--- src/rtl/hyper_mon_pkg.sv ---
package hyper_mon_pkg;

    typedef enum logic [1:0] {
        OP_PREV = 2'd0,
        OP_HIST = 2'd1,
        OP_ONCE = 2'd2
    } unary_op_e;

    typedef enum logic {
        CHK_NONINTERF = 1'b0,
        CHK_INFOFLOW  = 1'b1
    } check_mode_e;

    typedef struct packed {
        logic in_eq;
        logic out_eq;
        logic dst_eq;
        logic nsrc_eq;
        logic fault_ref;
    } pair_pred_t;

    typedef struct packed {
        logic not_first;
        logic inputs_hist;
        logic ref_clean;
        logic init_match;
        logic out_diff_once;
        logic dst_diff_once;
    } op_vals_t;

    function automatic logic op_init(input unary_op_e k);
        return (k == OP_HIST);
    endfunction

    function automatic logic op_now(input unary_op_e k, input logic st, input logic a);
        case (k)
            OP_PREV: return st;
            OP_HIST: return st & a;
            default: return st | a;
        endcase
    endfunction

    function automatic logic op_next(input unary_op_e k, input logic st, input logic a);
        if (k == OP_PREV) return a;
        return op_now(k, st, a);
    endfunction

    function automatic logic since_now(input logic st, input logic a, input logic b);
        return b | (a & st);
    endfunction

endpackage

--- src/rtl/ptl_unary.sv ---
module ptl_unary
    import hyper_mon_pkg::*;
#(
    parameter unary_op_e KIND = OP_HIST
) (
    input  logic clk,
    input  logic rst,
    input  logic restart,
    input  logic adv,
    input  logic a,
    output logic now
);
    logic st_q;

    always_ff @(posedge clk) begin
        if (rst || restart) st_q <= op_init(KIND);
        else if (adv)       st_q <= op_next(KIND, st_q, a);
    end

    assign now = op_now(KIND, st_q, a);

    generate
        if (KIND == OP_HIST) begin : g_hist
            assert_hist_never_recovers_R4: assert property (@(posedge clk) disable iff (rst)
                (!restart && !st_q) |=> !st_q);
        end else if (KIND == OP_ONCE) begin : g_once
            assert_once_never_forgets_R9: assert property (@(posedge clk) disable iff (rst)
                (!restart && st_q) |=> st_q);
        end else begin : g_prev
            assert_prev_holds_last_R10: assert property (@(posedge clk) disable iff (rst)
                (adv && !restart) |=> (st_q == $past(a)));
        end
    endgenerate

    assert_idle_hold_R3: assert property (@(posedge clk) disable iff (rst)
        (!adv && !restart) |=> $stable(st_q));

endmodule

--- src/rtl/ptl_since.sv ---
module ptl_since
    import hyper_mon_pkg::*;
(
    input  logic clk,
    input  logic rst,
    input  logic restart,
    input  logic adv,
    input  logic a,
    input  logic b,
    output logic now
);
    logic st_q;

    always_ff @(posedge clk) begin
        if (rst || restart) st_q <= 1'b0;
        else if (adv)       st_q <= since_now(st_q, a, b);
    end

    assign now = since_now(st_q, a, b);

    assert_since_broken_R6: assert property (@(posedge clk) disable iff (rst)
        (adv && !restart && !a && !b) |=> !st_q);

    assert_since_idle_R3: assert property (@(posedge clk) disable iff (rst)
        (!adv && !restart) |=> $stable(st_q));

endmodule

--- src/rtl/hyper_mon_top.sv ---
module hyper_mon_top
    import hyper_mon_pkg::*;
#(
    parameter bit FAULT_REF_B = 1'b0
) (
    input  logic clk,
    input  logic rst,
    input  logic start,
    input  logic step_valid,
    input  logic mode,
    input  logic in_eq,
    input  logic out_eq,
    input  logic dst_eq,
    input  logic nsrc_eq,
    input  logic fault_a,
    input  logic fault_b,
    output logic violation
);
    pair_pred_t  pred;
    op_vals_t    ov;
    check_mode_e sel;
    logic        adv;
    logic        ni_hit;
    logic        if_hit;
    logic        hit;
    logic        viol_q;

    generate
        if (FAULT_REF_B) begin : g_ref_b
            assign pred.fault_ref = fault_b;
        end else begin : g_ref_a
            assign pred.fault_ref = fault_a;
        end
    endgenerate

    assign pred.in_eq   = in_eq;
    assign pred.out_eq  = out_eq;
    assign pred.dst_eq  = dst_eq;
    assign pred.nsrc_eq = nsrc_eq;
    assign sel = check_mode_e'(mode);
    assign adv = step_valid & ~start;

    ptl_unary #(.KIND(OP_PREV)) u_first (
        .clk(clk), .rst(rst), .restart(start), .adv(adv),
        .a(1'b1), .now(ov.not_first));

    ptl_unary #(.KIND(OP_HIST)) u_inputs (
        .clk(clk), .rst(rst), .restart(start), .adv(adv),
        .a(pred.in_eq), .now(ov.inputs_hist));

    ptl_since u_clean (
        .clk(clk), .rst(rst), .restart(start), .adv(adv),
        .a(~pred.fault_ref), .b(~pred.fault_ref & ~ov.not_first),
        .now(ov.ref_clean));

    ptl_unary #(.KIND(OP_HIST)) u_init (
        .clk(clk), .rst(rst), .restart(start), .adv(adv),
        .a(pred.nsrc_eq | ov.not_first), .now(ov.init_match));

    ptl_unary #(.KIND(OP_ONCE)) u_outdiff (
        .clk(clk), .rst(rst), .restart(start), .adv(adv),
        .a(~pred.out_eq), .now(ov.out_diff_once));

    ptl_unary #(.KIND(OP_ONCE)) u_dstdiff (
        .clk(clk), .rst(rst), .restart(start), .adv(adv),
        .a(~pred.dst_eq), .now(ov.dst_diff_once));

    assign ni_hit = ov.inputs_hist & ov.ref_clean & ov.out_diff_once;
    assign if_hit = ov.init_match & ov.inputs_hist & ov.dst_diff_once;
    assign hit    = (sel == CHK_INFOFLOW) ? if_hit : ni_hit;

    always_ff @(posedge clk) begin
        if (rst || start) viol_q <= 1'b0;
        else if (adv && hit) viol_q <= 1'b1;
    end

    assign violation = viol_q;

    assert_start_clears_R2: assert property (@(posedge clk) disable iff (rst)
        start |=> !violation);

    assert_sticky_R9: assert property (@(posedge clk) disable iff (rst)
        (violation && !start) |=> violation);

    assert_idle_no_change_R3: assert property (@(posedge clk) disable iff (rst)
        (!step_valid && !start) |=> $stable(violation));

    assert_ni_input_gate_R5: assert property (@(posedge clk) disable iff (rst)
        (adv && !mode && !in_eq && !violation) |=> !violation);

    assert_if_dst_gate_R7: assert property (@(posedge clk) disable iff (rst)
        (adv && mode && !ov.dst_diff_once && !violation) |=> !violation);

endmodule

--- config.mk ---
export PLATFORM = sky130hd
export DESIGN_NAME = hyper_mon_top
export DESIGN_NICKNAME = d
export VERILOG_FILES = /design/src/rtl/hyper_mon_pkg.sv /design/src/rtl/ptl_unary.sv /design/src/rtl/ptl_since.sv /design/src/rtl/hyper_mon_top.sv
export SDC_FILE = /design/constraint.sdc
export NUM_CORES = 1
export LEC_CHECK = 0
export ABC_AREA = 0
export BUFFER_PORTS_ARGS = -buffer_cell sky130_fd_sc_hd__buf_2
export CAP_MARGIN = 20
export CORE_AREA = 2 2 39 41
export DETAILED_ROUTE_END_ITERATION = 12
export DIE_AREA = 0 0 41 43
export GPL_TIMING_DRIVEN = 0
export PLACE_DENSITY = 0.49
export SLEW_MARGIN = 20
export SYNTH_ARGS = -nofsm -noshare
export SYNTH_HDL_FRONTEND = slang
export SYNTH_HIERARCHICAL = 1
export SYNTH_SLANG_ARGS = --single-unit
--- constraint.sdc ---
create_clock -name clk -period 2.3 [get_ports clk]
set_input_delay 0.115 -clock clk [delete_from_list [all_inputs] [get_ports clk]]
set_output_delay 0.115 -clock clk [all_outputs]
set_load 0.01 [all_outputs]
==> results.cfg, run 1 <==
[cells_and_area]
stdcell_count = 68
final_common_cell = buf_2
nNetsFinal = 64
final_cell_mix = buf_2, dfxtp_1, nor3_2
fill_cells = 157
layout-drive-gt1-share_pct = 42.3
antenna_cells = 0
area_delta_synth_final_pct = 27.6

[place]
gp_routability_congestion = 0.643
post-dp-hpwl_um = 479
pre_cts_ws_ns = 0.965
place.port_buffers = 10
dp_cells = 64

[setup_path]
path_cells = or2_2 -> and2_2 -> nand3_1 -> a21oi_1 -> o21a_1
worst-path-max-fanout = 3
slowest_delay_ns = 0.31
slowest_stage = dfxtp_1
criticalPathCategory = flop to flop
start_kind = flop
cp.required_ns = 2.44
crit_path_end_kind = flop
cp.arrival_ns = 1.35

[logic_synthesis]
ys_seq_area_share_pct = 40.1
synthCells = 38
ys_ff_latch = 7
syn_nets = 49
synth_area_sq_um = 349
synth_cell_type_count = 19
avgSynthCellArea_sq_um = 9.19
ys_warn_count = 6

[clock_tree]
cts_tree = yes
clkTransAtPathRegs_ns = 0.05
post_cts_buffers = 0
cts-root-buf = clkbuf_4
ctsHtreeMaxLevel = 1
ctsResizeCount = 0
cts-buffers-inserted = 3
ctsHoldBuffers = 0
cts.sinks = 7
clk_latency_ns = 0.25
clockBufferDepth = 2

[timing]
fin_crit_sh_pct = 52.8
hold_viol_final = 0
skew_ns = 0.00441
setup_slack_ns = 1.09
max_slew.worst_pin.slew_ns = 0.580
fin_crit_ns = 1.21
slew_headroom_pct = 61.3
drv_slew = 0
setup_tns_ns = 0
whs_ns = 0.153
rsz0062_at_grt = false
fmax_mhz = 824
setup_viol = 0

[detailed_routing]
vias = 290
drt_iter0_drc = 0
firstDrtPassIters = 1
route.detailed.drc = 0
wire_per_inst_um = 9.53
wirelength_um = 648
vias_per_cell = 4.26
antenna_left = 0

[global_route]
grt_max_degree = 9
overflow = 0
grt_pass1_vias = 290
antenna_found_initial = 0
grt.total_usage_pct = 9.97
grt_pass1_wl_um = 1080

[floorplan]
initial_core_util_pct = 25.2
die_x_um = 41
die_height_um = 43
placeableCoreArea_sq_mm = 0.00138
die_area_sq_mm = 0.00176
io_pins = 12
rows = 14

[run]
drv_cap = 0

[power]
power_frac_comb_pct = 12.7
seqPwrFrac_pct = 46.3
powerDensity_mw_per_mm2 = 608
internal-power_mw = 0.207
p_leak_nw = 0.190
p_sw_share_pct = 23.4
power_switching_mw = 0.0634
power_mw = 0.271
pwr-share-clk_pct = 41.1
ir_drop_uv = 245

[min_path]
hp-class = primary input to flop

[run_status]
status = completed
## power groups by stage
| stage | sequential [mW] | clock [mW] | combinational, mW |
|---|---|---|---|
| floorplan | 0.128 | 0 | 0.0192 |
| finish | 0.125 | 0.111 | 0.0343 |
| detailed placement | 0.128 | 0 | 0.0349 |
| global placement | 0.128 | 0 | 0.0348 |
| CTS | 0.125 | 0.119 | 0.0350 |
| global route | 0.126 | 0.124 | 0.0388 |
## final cells by class
class | instances | area [sq um] | area share (%)
Sequential cell | 7 | 140 | 31.5
Tap cell | 16 | 20.0 | 4.49
Clock buffer | 4 | 26.3 | 5.90
Timing Repair Buffer | 10 | 50.0 | 11.2
Inverter | 3 | 11.3 | 2.53
Multi-Input combinational cell | 28 | 198 | 44.4
## sequential cells by signal, summed over array words and instances (netlist names)
| register | cells |
|---|---|
| u_init/st_q | 1 |
| u_clean/st_q | 1 |
| u_inputs/st_q | 1 |
| u_dstdiff/st_q | 1 |
| violation | 1 |
| u_first/now | 1 |
| u_outdiff/st_q | 1 |
## layer usage
layer / vias to the layer above / share of wire, % / global-route usage, %
li1: 156 / - / -
met1: 124 / 46 / 10.4
met2: 8 / 46 / 13.4
met3: 2 / 6.2 / 7.85
met4: 0 / 1.2 / 6.00
met5: - / 0 / 0
## through the flow
step	area [sq um]	util, %
global placement	419	30.3
finish	445	32.2
CTS	445	32.2
floorplan	349	-
detailed placement	419	30.3
global route	445	32.2
## logic make-up (layout without fill, tap and decap cells)
kind of cell / count (synthesis) / in the layout / share of synthesized area (%)
compound gates: 8 / 8 / 17.6
buf+inv: 3 / 17 / 3.23
flops: 7 / 7 / 40.1
mux: 1 / 1 / 2.87
other cells: 1 / 1 / 1.07
simple gates: 18 / 18 / 35.1
## worst max-delay path: cells and delay by family, from the launching register on
family          cells  cell delay [ns]
compound gates      2             0.22
flops               1             0.31
simple gates        3             0.56
## path summary, 6_finish.rpt
path / from / end / slack, ns / cells after the start
worst max-delay path: u_first/now / violation / 1.09 / 5
worst min register to register: u_inputs/st_q / u_inputs/st_q / 0.45 / 1
worst min-delay path: rst / u_outdiff/st_q / 0.15 / 2
worst max register to register: u_first/now / violation / 1.09 / 5
## synthesized netlist by cell type
cell type  count  area share [%]
or2_1          2             3.6
conb_1         1             1.1
a211o_1        2             5.0
a21oi_1        3             4.3
and2_2         2             4.3
a21o_2         1             2.5
nand2_1        1             1.1
inv_1          3             3.2
o21a_1         1             2.2
a22oi_2        1             3.6
mux2i_1        1             2.9
or2_2          1             1.8
nand3b_1       1             2.2
nor2b_1        1             1.8
nor2_1         2             2.2
nor3_2         4              11
nand3_1        1             1.4
dfxtp_1        7              40
nand2b_1       3             5.4
(Power assumes the default switching activity.)
==> run 2: changes to the inputs <==
--- a/config.mk
+++ b/config.mk
@@ -5,14 +5,14 @@
 export SDC_FILE = /design/constraint.sdc
 export NUM_CORES = 1
 export LEC_CHECK = 0
-export ABC_AREA = 0
+export ABC_AREA = 1
 export BUFFER_PORTS_ARGS = -buffer_cell sky130_fd_sc_hd__buf_2
 export CAP_MARGIN = 20
 export CORE_AREA = 2 2 39 41
 export DETAILED_ROUTE_END_ITERATION = 12
 export DIE_AREA = 0 0 41 43
 export GPL_TIMING_DRIVEN = 0
-export PLACE_DENSITY = 0.49
+export PLACE_DENSITY = 0.54
 export SLEW_MARGIN = 20
 export SYNTH_ARGS = -nofsm -noshare
 export SYNTH_HDL_FRONTEND = slang
==> constraint.sdc (replaced) <==
create_clock -name clk -period 1 [get_ports clk]
set_input_delay 0.05 -clock clk [delete_from_list [all_inputs] [get_ports clk]]
set_output_delay 0.05 -clock clk [all_outputs]
set_load 0.01 [all_outputs]
==> run 2 against run 1 <==
  * Flip-flop and latch count stayed put
  * Clock power is 140% higher
  * Register-to-register slack worse by 1.1 ns
  * Highest routed layer unchanged
==> results.cfg, run 2 <==
[timing]
skew_ns = 0.00782
hold_viol_final = 0
setup_slack_ns = 0.0131
fin_crit_ns = 0.987
rsz0062_at_grt = true
fmax_mhz = 1010
fin_crit_sh_pct = 98.7
setup_viol = 0
drv_slew = 0
setup_tns_ns = 0

[power]
pwr-share-clk_pct = 41.3
p_sw_share_pct = 26.0
powerDensity_mw_per_mm2 = 1330
p_leak_nw = 0.287
ir_drop_uv = 458
power_switching_mw = 0.168
power_frac_comb_pct = 13.9
internal-power_mw = 0.478
power_mw = 0.645
seqPwrFrac_pct = 44.8

[cells_and_area]
multi_input_area_sq_um = 183
layout-drive-gt1-share_pct = 27.3
fill_cells = 165
stdcell_area_sq_um = 484
nNetsFinal = 89
antenna_cells = 0
final_common_cell = inv_1
stdcell_count = 93
area_delta_synth_final_pct = 25.2
final_cell_mix = inv_1, nand2_1, buf_2, nor2_1, dfxtp_1
layout.area.seq_sq_um = 141

[logic_synthesis]
synthCells = 63
avgSynthCellArea_sq_um = 6.14
synth_area_leaders = dfxtp_1, inv_1, nand2_1, nor2_1, nand3_1
ys_seq_area_share_pct = 36.2
ys_ff_latch = 7
yosys.area.top_type = dfxtp_1
synth_edf_count = 0
yosys.area.top_type_share_pct = 36.2
async_flop_share_pct = 0
synthFlopType = dfxtp_1
synth.top_cells.by_count = inv_1, nand2_1, nor2_1, dfxtp_1, nand3_1
synth_area_sq_um = 387
synth_cell_type_count = 14
yosys.cell_count.top_type = inv_1
syn_nets = 74
ys_warn_count = 6

[global_route]
grt_pass1_vias = 306
grt_pass1_wl_um = 1250
grt.total_usage_pct = 10.9
overflow = 0
grt_max_degree = 9
antenna_found_initial = 0

[run_status]
status = completed

[place]
dp_cells = 89
placed_area_sq_um = 457
place.port_buffers = 10
post-dp-hpwl_um = 555
gp_routability_congestion = 0.681
pre_cts_ws_ns = -0.00843

[clock_tree]
cts_tree = yes
ctsHtreeMaxLevel = 1
cts.sinks = 7
clockBufferDepth = 2
clk_latency_ns = 0.25
cts-buffers-inserted = 3
cts-root-buf = clkbuf_4
post_cts_buffers = 0
ctsHoldBuffers = 0
clkTransAtPathRegs_ns = 0.06

[detailed_routing]
firstDrtPassIters = 4
drt_iter0_drc = 7
vias_per_cell = 3.95
wire_per_inst_um = 8.25
wirelength_um = 767
antenna_left = 0
route.detailed.drc = 0
vias = 367

[setup_path]
slowest_stage = dfxtp_2
start_kind = flop
criticalPathCategory = flop to flop
cp.arrival_ns = 1.14
slowest_delay_ns = 0.32
worst-path-max-fanout = 3
critical_path.top_delay_family = simple AND/OR/NAND/NOR gates
crit_top_cell = nand2_1
worstReg2RegStart = u_first/now
cp.required_ns = 1.15
setup.worst_path.start = u_first/now
cp.buffers_inverters = 1
path_cells = or2_1 -> nand2_1 -> inv_1 -> nand3_1 -> nand2_1 -> nand2_1 -> a21oi_2
crit_path_end_kind = flop

[floorplan]
rows = 14
die_x_um = 41
io_pins = 12
placeableCoreArea_sq_mm = 0.00138
die_area_sq_mm = 0.00176
initial_core_util_pct = 27.9
die_height_um = 43

[min_path]
hp-class = primary input to flop
worstHoldStart = in_eq

[run]
drv_cap = 0
## run 2: final timing paths
path	end	cells after the start	slack (ns)
max	violation	7	0.01
max reg2reg	violation	7	0.01
min	u_inputs/st_q	3	0.04
min reg2reg	u_dstdiff/st_q	2	0.46
## run 2: repair_timing
action,4_1_cts,5_1_grt
pin swaps,3,1
gates resized for setup,1,0
endpoints found under the setup margin,1,1
## run 2: cell families after synthesis
family,Yosys count,synth area share [%]
other,1,0.970
buffers and inverters,17,16.5
AO/OA/AOI/OAI,3,4.85
AND/OR/NAND/NOR,35,41.4
flip-flops,7,36.2
## run 2: worst register-to-register path, stage by stage (launching register included)
cell,delay [ns]
dfxtp_2,0.32
or2_1,0.21
nand2_1,0.08
inv_1,0.05
nand3_1,0.06
nand2_1,0.06
nand2_1,0.07
a21oi_2,0.05
## run 2: final cells by class
cell class	instances	share of cell area, %
multi-input combinational	39	37.7
sequential	7	29.2
inverter	17	13.2
timing repair buffer	10	10.3
clock buffer	4	5.43
tap	16	4.13
## run 2: metal layers
layer  up-vias  track usage (%)  routed length, um
met2         5             17.2                362
met4         0             8.00                 14
met1       152             11.5                372
li1        208                -                  -
met3         2             3.14                 17
met5         -                0                  0
## run 2: power groups by stage
stage | registers [mW] | clock network [mW] | logic, mW
2_1_floorplan | 0.294 | 0 | 0.0561
3_5_place_dp | 0.295 | 0 | 0.0893
3_3_place_gp | 0.295 | 0 | 0.0879
5_1_grt | 0.290 | 0.304 | 0.103
6_report | 0.289 | 0.266 | 0.0900
4_1_cts | 0.289 | 0.279 | 0.0904
## run 2: through the flow
stage	hold WS, ns	utilization, %
after global routing	0.0761	35.0
final	0.0385	35.0
after floorplan	0.159	-
after global placement	0.290	33.0
after CTS	0.0319	35.0
after detailed placement	0.292	33.0
==> run 3: changes to the inputs <==
--- a/config.mk
+++ b/config.mk
@@ -5,14 +5,15 @@
 export SDC_FILE = /design/constraint.sdc
 export NUM_CORES = 1
 export LEC_CHECK = 0
-export ABC_AREA = 1
-export BUFFER_PORTS_ARGS = -buffer_cell sky130_fd_sc_hd__buf_2
+export ABC_AREA = 0
+export BUFFER_PORTS_ARGS = -buffer_cell sky130_fd_sc_hd__buf_4
 export CAP_MARGIN = 20
 export CORE_AREA = 2 2 39 41
+export CTS_CLUSTER_SIZE = 24
 export DETAILED_ROUTE_END_ITERATION = 12
 export DIE_AREA = 0 0 41 43
 export GPL_TIMING_DRIVEN = 0
-export PLACE_DENSITY = 0.54
+export PLACE_DENSITY = 0.51
 export SLEW_MARGIN = 20
 export SYNTH_ARGS = -nofsm -noshare
 export SYNTH_HDL_FRONTEND = slang
==> run 3 against run 2 <==
  * The run now ends with negative setup slack left
  * Core utilization rose by 0.72 points
  * Fmax fell by 6.3%
  * Worst setup slack got worse by 0.067 ns
  * Count of clock-buffer cells in the layout did not move
  * Largest power group unchanged
  * First-iteration DRC count fell by 57%
==> results.cfg, run 3 (same netlist as run 1, synthesis figures left out) <==
[timing]
setup_viol = 2
skew_ns = 0.00224
setup_slack_ns = -0.0537
fmax_mhz = 949
fin_crit_sh_pct = 105
fin_crit_ns = 1.05
hold_viol_final = 0
rsz0062_at_grt = true
drv_slew = 0

[setup_path]
rr_worst_depth = 5
criticalPathCategory = flop to flop
worst-path-max-fanout = 3
path_cells = or2_4 -> and2_4 -> nand3_2 -> a21oi_2 -> o21a_1
crit_path_end_kind = flop
start_kind = flop
slowest_stage = dfxtp_2
cp.required_ns = 1.14
cp.arrival_ns = 1.20
slowest_delay_ns = 0.33

[floorplan]
io_pins = 12
die_height_um = 43
die_x_um = 41
die_area_sq_mm = 0.00176
placeableCoreArea_sq_mm = 0.00138
initial_core_util_pct = 25.2
rows = 14

[cells_and_area]
nNetsFinal = 64
fill_cells = 146
layout-drive-gt1-share_pct = 51.9
antenna_cells = 0
post-route-util_pct = 35.7
layout.area.seq_sq_um = 141
area_delta_synth_final_pct = 41.6
multi_input_area_sq_um = 220
final_cell_mix = buf_4, dfxtp_1, nor3_2, inv_1, clkbuf_4
final_common_cell = buf_4

[detailed_routing]
vias_per_cell = 4.34
firstDrtPassIters = 2
antenna_left = 0
wire_per_inst_um = 9.91
wirelength_um = 674
vias = 295
route.detailed.drc = 0
drt_iter0_drc = 3

[run_status]
status = complete, but fails checks
violations = negative setup slack

[clock_tree]
cts-root-buf = clkbuf_4
clk_latency_ns = 0.25
ctsHtreeMaxLevel = 1
clkTransAtPathRegs_ns = 0.05
clockBufferDepth = 2
post_cts_buffers = 0
cts.sinks = 7
ctsHoldBuffers = 0
cts-buffers-inserted = 3
cts_tree = yes

[min_path]
whs_path_depth = 2
hp-class = primary input to flop

[global_route]
grt.total_usage_pct = 8.73
overflow = 0
grt_pass1_vias = 288
grt_max_degree = 9
grt_pass1_wl_um = 1010
antenna_found_initial = 0

[power]
seqPwrFrac_pct = 44.6
p_sw_share_pct = 23.7
internal-power_mw = 0.494
power_frac_comb_pct = 15.5
powerDensity_mw_per_mm2 = 1310
power_switching_mw = 0.153
ir_drop_uv = 389
pwr-share-clk_pct = 39.9
p_leak_nw = 0.208

[place]
pre_cts_ws_ns = -0.337
post-dp-hpwl_um = 500
gp_routability_congestion = 0.672
place.port_buffers = 10

[run]
drv_cap = 0
## run 3: cell count changes in the layout (fill, tap and decap cells not counted), sizes merged, moves of 2 or more
cell / change
or2: -3
nand2b: +3
nand2: -12
a211o: +2
nand3: -4
nor2: -9
and2: +2
nor3: +4
inv: -14
## run 3: path summary, 6_finish.rpt
check	start	end	slack [ns]
worst max-delay path	u_first/now	violation	-0.05
worst min-delay path	rst	u_first/now	0.04
worst max register to register	u_first/now	violation	-0.05
worst min register to register	u_inputs/st_q	u_inputs/st_q	0.45
## run 3: area by class of cell
class / instances / share of cell area [%]
multi-input combinational: 28 / 44.6
sequential: 7 / 28.6
timing repair buffer: 10 / 15.2
clock buffer: 4 / 5.32
tap: 16 / 4.05
inverter: 3 / 2.28
## run 3: worst max-delay path, delay by kind of cell, from the launching register on
family | cells | cell delay, ns
and+or+nand+nor | 3 | 0.42
DFF | 1 | 0.33
AOI/OAI and AO/OA | 2 | 0.21
## run 3: what timing repair did
item,4_1_cts,5_1_grt
resized for setup,2,0
pin swaps,1,0
endpoints found under the setup margin,3,2
## run 3: metal layers
| metal | global-route usage [%] | vias up | part of all wire [%] |
|---|---|---|---|
| li1 | - | 156 | - |
| met2 | 13.1 | 5 | 46 |
| met1 | 8.68 | 132 | 48 |
| met3 | 3.14 | 2 | 3.3 |
| met5 | 0 | - | 0 |
| met4 | 8.00 | 0 | 1.9 |
## run 3: per-stage QoR
stage | instance area, sq um | setup TNS [ns] | power (mW) | instances | hold slack, ns
global placement | 462 | -1.24 | 0.393 | 64 | 0.301
finish | 494 | -0.0938 | 0.647 | 68 | 0.0373
CTS | 494 | -0.0995 | 0.663 | 68 | 0.0303
floorplan | 367 | -0.0234 | 0.346 | 38 | 0.112
global route | 494 | -0.150 | 0.688 | 68 | 0.0306
detailed placement | 462 | -1.34 | 0.394 | 64 | 0.297
## run 3: power groups by stage
stage | Sequential [mW] | Combinational [mW] | Clock [mW]
2_1_floorplan | 0.294 | 0.0523 | 0
3_3_place_gp | 0.294 | 0.0989 | 0
3_5_place_dp | 0.295 | 0.0990 | 0
4_1_cts | 0.288 | 0.102 | 0.272
5_1_grt | 0.289 | 0.109 | 0.290
6_report | 0.289 | 0.100 | 0.258
